$ cat src/rtl/dsf_pkg.sv
package dsf_pkg;
  localparam int NIB_W = 4;
  localparam int SYM_W = 5;
  localparam int PH_W  = $clog2(SYM_W);

  function automatic logic [SYM_W-1:0] enc_4b5b(input logic [NIB_W-1:0] n);
    logic [SYM_W-1:0] s;
    case (n)
      4'h0: s = 5'b11110;
      4'h1: s = 5'b01001;
      4'h2: s = 5'b10100;
      4'h3: s = 5'b10101;
      4'h4: s = 5'b01010;
      4'h5: s = 5'b01011;
      4'h6: s = 5'b01110;
      4'h7: s = 5'b01111;
      4'h8: s = 5'b10010;
      4'h9: s = 5'b10011;
      4'hA: s = 5'b10110;
      4'hB: s = 5'b10111;
      4'hC: s = 5'b11010;
      4'hD: s = 5'b11011;
      4'hE: s = 5'b11100;
      default: s = 5'b11101;
    endcase
    return s;
  endfunction
endpackage

$ cat src/rtl/dsf_gather.sv
module dsf_gather
  import dsf_pkg::*;
#(
  parameter logic [NIB_W-1:0] IDLE_NIB = 4'hA
) (
  input  logic             clk,
  input  logic             rst,
  input  logic             bit_en,
  input  logic             ch_a,
  input  logic             ch_b,
  output logic             sym_load,
  output logic [PH_W-1:0]  phase,
  output logic [NIB_W-1:0] cur_nib,
  output logic [NIB_W-1:0] next_nib
);
  localparam logic [PH_W-1:0] PH_LAST  = PH_W'(SYM_W - 1);
  localparam logic [PH_W-1:0] PH_PAIR0 = '0;
  localparam logic [PH_W-1:0] PH_PAIR1 = PH_W'(2);

  logic       half_b, half_a;
  logic [NIB_W-1:0] nib_asm;

  always_ff @(posedge clk) begin
    if (rst) begin
      phase <= '0;
    end else if (bit_en) begin
      phase <= (phase == PH_LAST) ? '0 : phase + 1'b1;
    end
  end

  always_ff @(posedge clk) begin
    if (rst) begin
      half_b <= 1'b0;
      half_a <= 1'b0;
    end else if (bit_en && phase == PH_PAIR0) begin
      half_b <= ch_b;
      half_a <= ch_a;
    end
  end

  assign nib_asm = {~half_b, half_a, ~ch_b, ch_a};

  always_ff @(posedge clk) begin
    if (rst) begin
      cur_nib  <= IDLE_NIB;
      next_nib <= IDLE_NIB;
    end else if (bit_en && phase == PH_PAIR1) begin
      cur_nib  <= next_nib;
      next_nib <= nib_asm;
    end
  end

  assign sym_load = bit_en && (phase == PH_LAST);
endmodule

$ cat src/rtl/dsf_symbolizer.sv
module dsf_symbolizer
  import dsf_pkg::*;
#(
  parameter logic [NIB_W-1:0] FRAME_NIB = 4'hA,
  parameter bit               FRAME_EN  = 1'b1
) (
  input  logic             clk,
  input  logic             rst,
  input  logic             bit_en,
  input  logic             sym_load,
  input  logic [NIB_W-1:0] cur_nib,
  input  logic [NIB_W-1:0] next_nib,
  output logic [SYM_W-1:0] sym_q,
  output logic             tx_bit
);
  localparam logic [SYM_W-1:0] MARK_SYM = {1'b1, {(SYM_W-1){1'b0}}};

  logic [SYM_W-1:0] plain_sym, next_sym, load_sym;
  logic             mark;

  assign plain_sym = enc_4b5b(cur_nib);
  assign next_sym  = enc_4b5b(next_nib);

  generate
    if (FRAME_EN) begin : g_frame
      // mark only when the following symbol opens with a transition
      assign mark = (cur_nib == FRAME_NIB) && next_sym[SYM_W-1];
    end else begin : g_plain
      assign mark = 1'b0;
    end
  endgenerate

  assign load_sym = mark ? MARK_SYM : plain_sym;

  always_ff @(posedge clk) begin
    if (rst) begin
      sym_q <= '0;
    end else if (bit_en) begin
      sym_q <= sym_load ? load_sym : {sym_q[SYM_W-2:0], 1'b0};
    end
  end

  assign tx_bit = sym_q[SYM_W-1];
endmodule

$ cat src/rtl/dsf_nrzi.sv
module dsf_nrzi (
  input  logic clk,
  input  logic rst,
  input  logic bit_en,
  input  logic tx_bit,
  output logic line_q
);
  always_ff @(posedge clk) begin
    if (rst) begin
      line_q <= 1'b0;
    end else if (bit_en) begin
      line_q <= line_q ^ tx_bit;
    end
  end
endmodule

$ cat src/rtl/dual_stream_framer.sv
module dual_stream_framer
  import dsf_pkg::*;
#(
  parameter logic [NIB_W-1:0] IDLE_NIB = 4'hA,
  parameter bit               FRAME_EN = 1'b1
) (
  input  logic clk,
  input  logic rst,
  input  logic bit_en,
  input  logic ch_a,
  input  logic ch_b,
  output logic line_out
);
  logic             sym_load_w;
  logic [PH_W-1:0]  phase_w;
  logic [NIB_W-1:0] cur_w, next_w;
  logic [SYM_W-1:0] sym_w;
  logic             tx_bit_w;

  dsf_gather #(.IDLE_NIB(IDLE_NIB)) u_gather (
    .clk(clk), .rst(rst), .bit_en(bit_en), .ch_a(ch_a), .ch_b(ch_b),
    .sym_load(sym_load_w), .phase(phase_w), .cur_nib(cur_w), .next_nib(next_w)
  );

  dsf_symbolizer #(.FRAME_NIB(IDLE_NIB), .FRAME_EN(FRAME_EN)) u_sym (
    .clk(clk), .rst(rst), .bit_en(bit_en), .sym_load(sym_load_w),
    .cur_nib(cur_w), .next_nib(next_w), .sym_q(sym_w), .tx_bit(tx_bit_w)
  );

  dsf_nrzi u_nrzi (
    .clk(clk), .rst(rst), .bit_en(bit_en), .tx_bit(tx_bit_w), .line_q(line_out)
  );
endmodule

$ cat config.mk
export PLATFORM = sky130hd
export DESIGN_NAME = dual_stream_framer
export DESIGN_NICKNAME = d
export VERILOG_FILES = /design/src/rtl/dsf_pkg.sv /design/src/rtl/dsf_gather.sv /design/src/rtl/dsf_symbolizer.sv /design/src/rtl/dsf_nrzi.sv /design/src/rtl/dual_stream_framer.sv
export SDC_FILE = /design/constraint.sdc
export NUM_CORES = 1
export LEC_CHECK = 0
export CORE_ASPECT_RATIO = 0.75
export CORE_MARGIN = 10
export CORE_UTILIZATION = 60
export CTS_BUF_LIST = sky130_fd_sc_hd__clkbuf_8
export CTS_CLUSTER_DIAMETER = 100
export DETAILED_ROUTE_END_ITERATION = 10
export PLACE_DENSITY = 0.88
export SYNTH_ARGS = -nofsm -noshare
export SYNTH_HDL_FRONTEND = slang
export SYNTH_SLANG_ARGS = --single-unit
$ cat constraint.sdc
create_clock -name clk -period 1.95 [get_ports clk]
set_clock_uncertainty 0.15 [all_clocks]
set_input_delay 0.195 -clock clk [delete_from_list [all_inputs] [get_ports clk]]
set_output_delay 0.195 -clock clk [all_outputs]
set_load 0.02 [all_outputs]
==> results of run 1 <==
==> per-stage QoR <==
step	worst slack [ps]	utilization [%]
detailed placement	14.1	66.0
finish	124	68.8
floorplan	335	-
CTS	131	68.8
global placement	91.5	66.0
global route	25.8	68.8
==> Yosys cell counts (all sizes together) (3+ instances only) <==
| library cell | count | area, µm² |
|---|---|---|
| nand2b | 3 | 18.8 |
| nor2 | 12 | 45.0 |
| a22oi | 4 | 30.0 |
| nor3 | 3 | 15.0 |
| buf | 6 | 47.5 |
| nand2 | 16 | 60.1 |
| inv | 3 | 11.3 |
| a21oi | 13 | 72.6 |
| dfxtp | 25 | 500 |
| a211oi | 3 | 22.5 |
| a211o | 3 | 26.3 |
| nand3 | 4 | 20.0 |
| ha | 3 | 37.5 |
==> cell families (layout without fill, tap and decap cells) <==
| family | after synthesis | count (layout) |
|---|---|---|
| compound gates | 31 | 31 |
| xor+xnor | 1 | 1 |
| fa+ha+maj | 3 | 3 |
| buf+inv | 9 | 16 |
| flops | 25 | 25 |
| mux | 2 | 2 |
| simple gates | 47 | 47 |
==> layout make-up <==
class / instances / area (µm²) / share of cell area, %
sequential: 25 / 500 / 42.2
clock buffer: 3 / 41.3 / 3.48
inverter: 3 / 11.3 / 0.949
clock inverter: 1 / 7.51 / 0.633
timing repair buffer: 9 / 80.1 / 6.75
multi-input combinational: 84 / 518 / 43.7
tap: 22 / 27.5 / 2.32
==> worst register-to-register path, delay by kind of cell (launching register included) <==
kind / cells / cell delay [ps]
AND/OR/NAND/NOR: 2 / 580
AO/OA/AOI/OAI: 2 / 240
adder cells (fa/ha/maj): 1 / 250
buffers and inverters: 1 / 80
flip-flops: 1 / 410
==> sequential cells by signal (all words and copies together) (netlist names) <==
| signal | flops |
|---|---|
| u_gather.cur_nib | 4 |
| u_gather.half_a | 1 |
| u_gather.half_b | 1 |
| u_gather.next_nib | 4 |
| u_gather.phase | 3 |
| u_nrzi.line_q | 1 |
| u_sym.next_sym | 1 |
| u_sym.plain_sym | 5 |
| u_sym.sym_q | 5 |
==> report_power, final <==
group	switching, mW	total, mW	internal (mW)
combinational	0.0492	0.0886	0.0394
sequential	0.0128	0.540	0.527
clock	0.167	0.312	0.145
total	0.229	0.940	0.711
==> path summary, 6_finish.rpt <==
kind | start | to | slack (ps) | cells past startpoint
setup / recovery | u_gather.phase[0]$_SDFFE_PP0P_ | u_sym.plain_sym[1]$_DFF_P_ | 120 | 6
hold / removal | u_gather.half_b$_SDFFE_PP0P_ | u_gather.half_b$_SDFFE_PP0P_ | 320 | 2
setup reg to reg | u_gather.phase[0]$_SDFFE_PP0P_ | u_sym.plain_sym[1]$_DFF_P_ | 120 | 6
hold reg to reg | u_gather.half_b$_SDFFE_PP0P_ | u_gather.half_b$_SDFFE_PP0P_ | 320 | 2
==> cell usage in the layout (no fill, tap or decap), types with 2 or more instances in the layout <==
cell,netlist,final
dfxtp_1,25,25
nand2_1,16,16
nor2_1,12,12
a21oi_1,11,11
clkdlybuf4s50_1,0,5
nand3_1,4,4
a22oi_1,4,4
buf_4,0,4
inv_1,3,3
nor3_1,3,3
nand2b_1,3,3
a211oi_1,3,3
a211o_1,3,3
ha_1,3,3
clkbuf_8,0,3
a21oi_2,2,2
o21bai_1,2,2
mux2i_1,2,2
or3_1,2,2
a21o_1,2,2
o21ai_0,2,2
==> metal layers <==
layer / wire length, µm / vias to the layer above / global-route usage [%]
li1: - / 425 / -
met1: 925 / 396 / 13.1
met2: 1010 / 22 / 19.4
met3: 150 / 5 / 4.55
met4: 34 / 0 / 5.90
met5: 0 / - / 0
==> run_results.csv, run 1 <==
group,metric,value,unit
run_status,outcome,"finished clean",
power_and_ir_drop,power_leakage,0.456,nW
setup_path,cp.required,1950,ps
detailed_routing,num_vias,848,
timing,drv_slew,0,
global_route,grt_first_pass_wirelength,3.62,mm
logic_synthesis,syn_avg_cell_area,9.13,µm²
detailed_routing,ant_nets,0,
setup_path,worstPathMaxFanout,11,
logic_synthesis,ys_warn_count,0,
layout,antenna_cells,0,
logic_synthesis,synthMuxAreaShare,1.86,%
layout,final_area,1190,µm²
logic_synthesis,synth_top_family_by_area,"simple AND/OR/NAND/NOR gates",
timing,period_minus_slack,1830,ps
detailed_routing,drt_iter0_drc,57,
clock_network,clk_pin_slew_worst_paths,90,ps
power_and_ir_drop,powerDensity,793,nW/µm²
timing,whs,319,ps
timing,fin_tns_setup,0,ps
logic_synthesis,synth_compound_area_share,19.7,%
logic_synthesis,synthesis.area,1080,µm²
layout,stdcell_count,147,
layout,fillCellCount,139,
global_route,grt_max_degree,16,
hold_path,holdCritPathClass,"flip-flop to flip-flop",
global_route,grt_pass1_vias,834,
setup_path,cp-start-kind,"flip-flop",
placement,placed_cells,143,
clock_network,htree_levels,1,
job,maxCapViolCount,0,
timing,final.period_utilization,93.6,%
global_route,overflow,0,
logic_synthesis,ys.flop_type,"dfxtp_1",
setup_path,slowest_stage,"dfxtp_1",
clock_network,clk_latency,270,ps
logic_synthesis,synth_fa_ha_area_share,3.48,%
global_route,grt_usage,12.0,%
layout,drive_gt1_share,10.4,%
floorplan,core,1720,µm²
logic_synthesis,syn_inst,118,
timing,hold_viol_final,0,
clock_network,cts_tree,"built",
placement,numPortBuffers,5,
layout,final_nets,134,
detailed_routing,dr.pass1.iters,4,
placement,place_congestion,0.823,
power_and_ir_drop,max-vdd-ir-drop,0.644,mV
layout,synthToLayoutAreaGrowth,10.1,%
logic_synthesis,synthSimpleGateAreaFrac,22.2,%
global_route,antenna_found_initial,0,
detailed_routing,wl_per_cell,14.4,µm
setup_path,criticalPathCategory,"flip-flop to flip-flop",
setup_path,worstSetupEndpointType,"flip-flop",
floorplan,design.portCount,6,
logic_synthesis,synth_async_sr_flop_share,0,%
setup_path,worstPathCellList,"inv_1 > ha_1 > and3b_4 > or3_1 > a21oi_2 > a32oi_1",
setup_path,cp_num_buf_inv,1,
clock_network,cts_sinks,25,
floorplan,start_util,62.5,%
timing,rsz0062_at_grt,"false",
placement,placed_cell_area,1140,µm²
logic_synthesis,synth-seq-cells,25,
detailed_routing,routed_wl,2.12,mm
logic_synthesis,synth_edf_count,0,
logic_synthesis,syn-num-nets,126,
floorplan,dieHeight,56.7,µm
clock_network,cts_buffer_depth,2,
setup_path,cp.arrival,1830,ps
timing,tightest_slew,399,ps
logic_synthesis,ys_seq_area_share,46.5,%
clock_network,post_cts_resized,0,
floorplan,rows,13,
logic_synthesis,synth-xor-area-share,0.813,%
logic_synthesis,ys_types,31,
detailed_routing,drc,0,
timing,setup_viol,0,
floorplan,die_x,68.9,µm
setup_path,critical-path-top-delay-family,"simple AND/OR/NAND/NOR gates",
clock_network,cts_hold_buffers,0,
clock_network,root_buffer,"clkbuf_8",
power_and_ir_drop,finalPower,0.940,mW
floorplan,die_area,3910,µm²
timing,slew_headroom,73.3,%
timing,max_freq,548,MHz
detailed_routing,via_per_inst,5.77,
placement,dp_hpwl,1.56,mm
clock_network,numCtsBuffers,3,
setup_path,crit_path_max_incr_delay,410,ps
clock_network,post_cts_buffers,0,
Power figures use the tool's default switching activity.
==> inputs of run 2 (changes only) <==
--- a/config.mk
+++ b/config.mk
@@ -5,13 +5,16 @@
 export SDC_FILE = /design/constraint.sdc
 export NUM_CORES = 1
 export LEC_CHECK = 0
+export CELL_PAD_IN_SITES_DETAIL_PLACEMENT = 1
+export CELL_PAD_IN_SITES_GLOBAL_PLACEMENT = 2
 export CORE_ASPECT_RATIO = 0.75
 export CORE_MARGIN = 10
-export CORE_UTILIZATION = 60
+export CORE_UTILIZATION = 37
 export CTS_BUF_LIST = sky130_fd_sc_hd__clkbuf_8
 export CTS_CLUSTER_DIAMETER = 100
 export DETAILED_ROUTE_END_ITERATION = 10
-export PLACE_DENSITY = 0.88
+export PLACE_DENSITY = 0.87
 export SYNTH_ARGS = -nofsm -noshare
 export SYNTH_HDL_FRONTEND = slang
+export SYNTH_HIERARCHICAL = 1
 export SYNTH_SLANG_ARGS = --single-unit
==> run_results.csv, run 2 <==
group,metric,value,unit
run_status,outcome,"finished clean",
placement,dp_hpwl,1.47,mm
global_route,grt_usage,8.28,%
layout,final_nets,120,
clock_network,cts_hold_buffers,0,
layout,fin_util,45.3,%
layout,final_common_cell,"dfxtp_1",
clock_network,cts_buffer_depth,2,
logic_synthesis,ys_warn_count,6,
logic_synthesis,syn_avg_cell_area,9.11,µm²
floorplan,rows,15,
setup_path,cp_num_buf_inv,2,
global_route,grt_max_degree,20,
layout,final_cell_mix,"19 x dfxtp_1, 10 x a21oi_1, 9 x nand2_1",
floorplan,core,2350,µm²
setup_path,cp.arrival,1770,ps
timing,slew_headroom,74.1,%
global_route,grt_pass1_vias,742,
setup_path,criticalPathCategory,"flip-flop to flip-flop",
detailed_routing,ant_nets,0,
detailed_routing,routed_wl,1.99,mm
timing,max_freq,574,MHz
logic_synthesis,syn-num-nets,110,
timing,whs,300,ps
timing,drv_slew,0,
clock_network,clk_pin_slew_worst_paths,70,ps
layout,fillCellCount,280,
detailed_routing,num_vias,746,
clock_network,cts_tree,"built",
layout,drive_gt1_share,21.6,%
detailed_routing,via_per_inst,5.14,
global_route,antenna_found_initial,0,
setup_path,worstPathCellList,"inv_1 > ha_1 > and3_2 > inv_2 > o31a_1 > a211oi_2",
layout,final_area,1060,µm²
setup_path,crit_path_max_incr_delay,330,ps
detailed_routing,wl_per_cell,13.7,µm
global_route,grt_first_pass_wirelength,3.46,mm
setup_path,critical-path-top-delay-family,"compound AO/OA/AOI/OAI gates",
power_and_ir_drop,powerDensity,692,nW/µm²
layout,synthToLayoutAreaGrowth,14.4,%
global_route,overflow,0,
timing,hold_viol_final,0,
clock_network,numCtsBuffers,3,
detailed_routing,drc,0,
floorplan,design.portCount,6,
job,maxCapViolCount,0,
layout,largest_register_ffs,5,
timing,rsz0062_at_grt,"false",
timing,final.period_utilization,89.3,%
detailed_routing,dr.pass1.iters,4,
logic_synthesis,synthesis.area,930,µm²
layout,top_regs,"u_sym/sym_q: 5 flops, u_gather/cur_nib: 4 flops, u_gather/next_nib: 4 flops",
floorplan,die_x,77.9,µm
timing,setup_viol,0,
layout,multi_input_area,493,µm²
hold_path,holdCritPathClass,"flip-flop to flip-flop",
clock_network,post_cts_buffers,0,
placement,placed_cell_area,1020,µm²
layout,antenna_cells,0,
floorplan,start_util,39.6,%
setup_path,worstPathMaxFanout,6,
placement,place_congestion,0.831,
setup_path,slowest_stage,"dfxtp_1",
power_and_ir_drop,max-vdd-ir-drop,0.347,mV
timing,fin_tns_setup,0,ps
setup_path,worstSetupEndpointType,"flip-flop",
power_and_ir_drop,finalPower,0.736,mW
power_and_ir_drop,power_leakage,0.429,nW
floorplan,die_area,4940,µm²
layout,regMostFlops,"u_sym/sym_q",
clock_network,post_cts_resized,0,
detailed_routing,drt_iter0_drc,42,
placement,numPortBuffers,5,
clock_network,cts_sinks,19,
layout,final-seq-area,380,µm²
setup_path,cp.required,1980,ps
timing,tightest_slew,388,ps
floorplan,dieHeight,63.4,µm
clock_network,clk_latency,250,ps
clock_network,htree_levels,1,
timing,period_minus_slack,1740,ps
clock_network,root_buffer,"clkbuf_8",
logic_synthesis,syn_inst,102,
setup_path,cp-start-kind,"flip-flop",
run 2: changes by cell type in the layout (fill, tap and decap cells not counted), moves of 3 or more:
| cell | previous run | this run |
|---|---|---|
| nand2_1 | 16 | 9 |
| dfxtp_1 | 25 | 19 |
| inv_1 | 3 | 8 |
| a21oi_2 | 2 | 6 |
| a22oi_1 | 4 | 0 |
| nand2_2 | 0 | 4 |
| nor2_1 | 12 | 8 |
| a211oi_1 | 3 | 0 |
run 2: path summary, 6_finish.rpt:
check | startpoint | end | slack, ps | cells after the start
max | u_gather/phase[0]$_SDFFE_PP0P_ | u_sym/sym_q[2]$_SDFFE_PP0P_ | 210 | 6
min | u_sym/sym_q[0]$_SDFFE_PP0P_ | u_sym/sym_q[0]$_SDFFE_PP0P_ | 300 | 2
max reg2reg | u_gather/phase[0]$_SDFFE_PP0P_ | u_sym/sym_q[2]$_SDFFE_PP0P_ | 210 | 6
min reg2reg | u_sym/sym_q[0]$_SDFFE_PP0P_ | u_sym/sym_q[0]$_SDFFE_PP0P_ | 300 | 2
run 2: layer usage:
layer | GRT usage [%] | vias up | share of wire, %
met4 | 2.05 | 0 | 0.60
met3 | 2.97 | 2 | 2.5
met1 | 10.9 | 362 | 51
met5 | 0 | - | 0
met2 | 12.4 | 8 | 46
li1 | - | 374 | -
run 2: area by class of cell:
class                      count  share of cell area (%)
clock buffer                   3                    3.88
clock inverter                 1                   0.353
inverter                       8                    2.82
multi-input combinational     72                    46.4
sequential                    19                    35.8
tap                           34                    4.00
timing repair buffer           8                    6.82
run 2: tightest hold or removal path: stages (launching register included):
cell and delay (ps):
dfxtp_1 310, nand2_1 50, a21oi_1 50
run 2: metrics by stage:
stage                     setup slack [ps]  instances
after floorplan                        343        102
after global placement                 202        141
after detailed placement               129        141
after CTS                              130        145
after global routing                  68.7        145
final                                  208        145
run 2: power breakdown:
| part | switching [mW] | internal [mW] |
|---|---|---|
| registers | 0.00757 | 0.398 |
| clock network | 0.119 | 0.140 |
| logic | 0.0404 | 0.0307 |
| total | 0.167 | 0.569 |
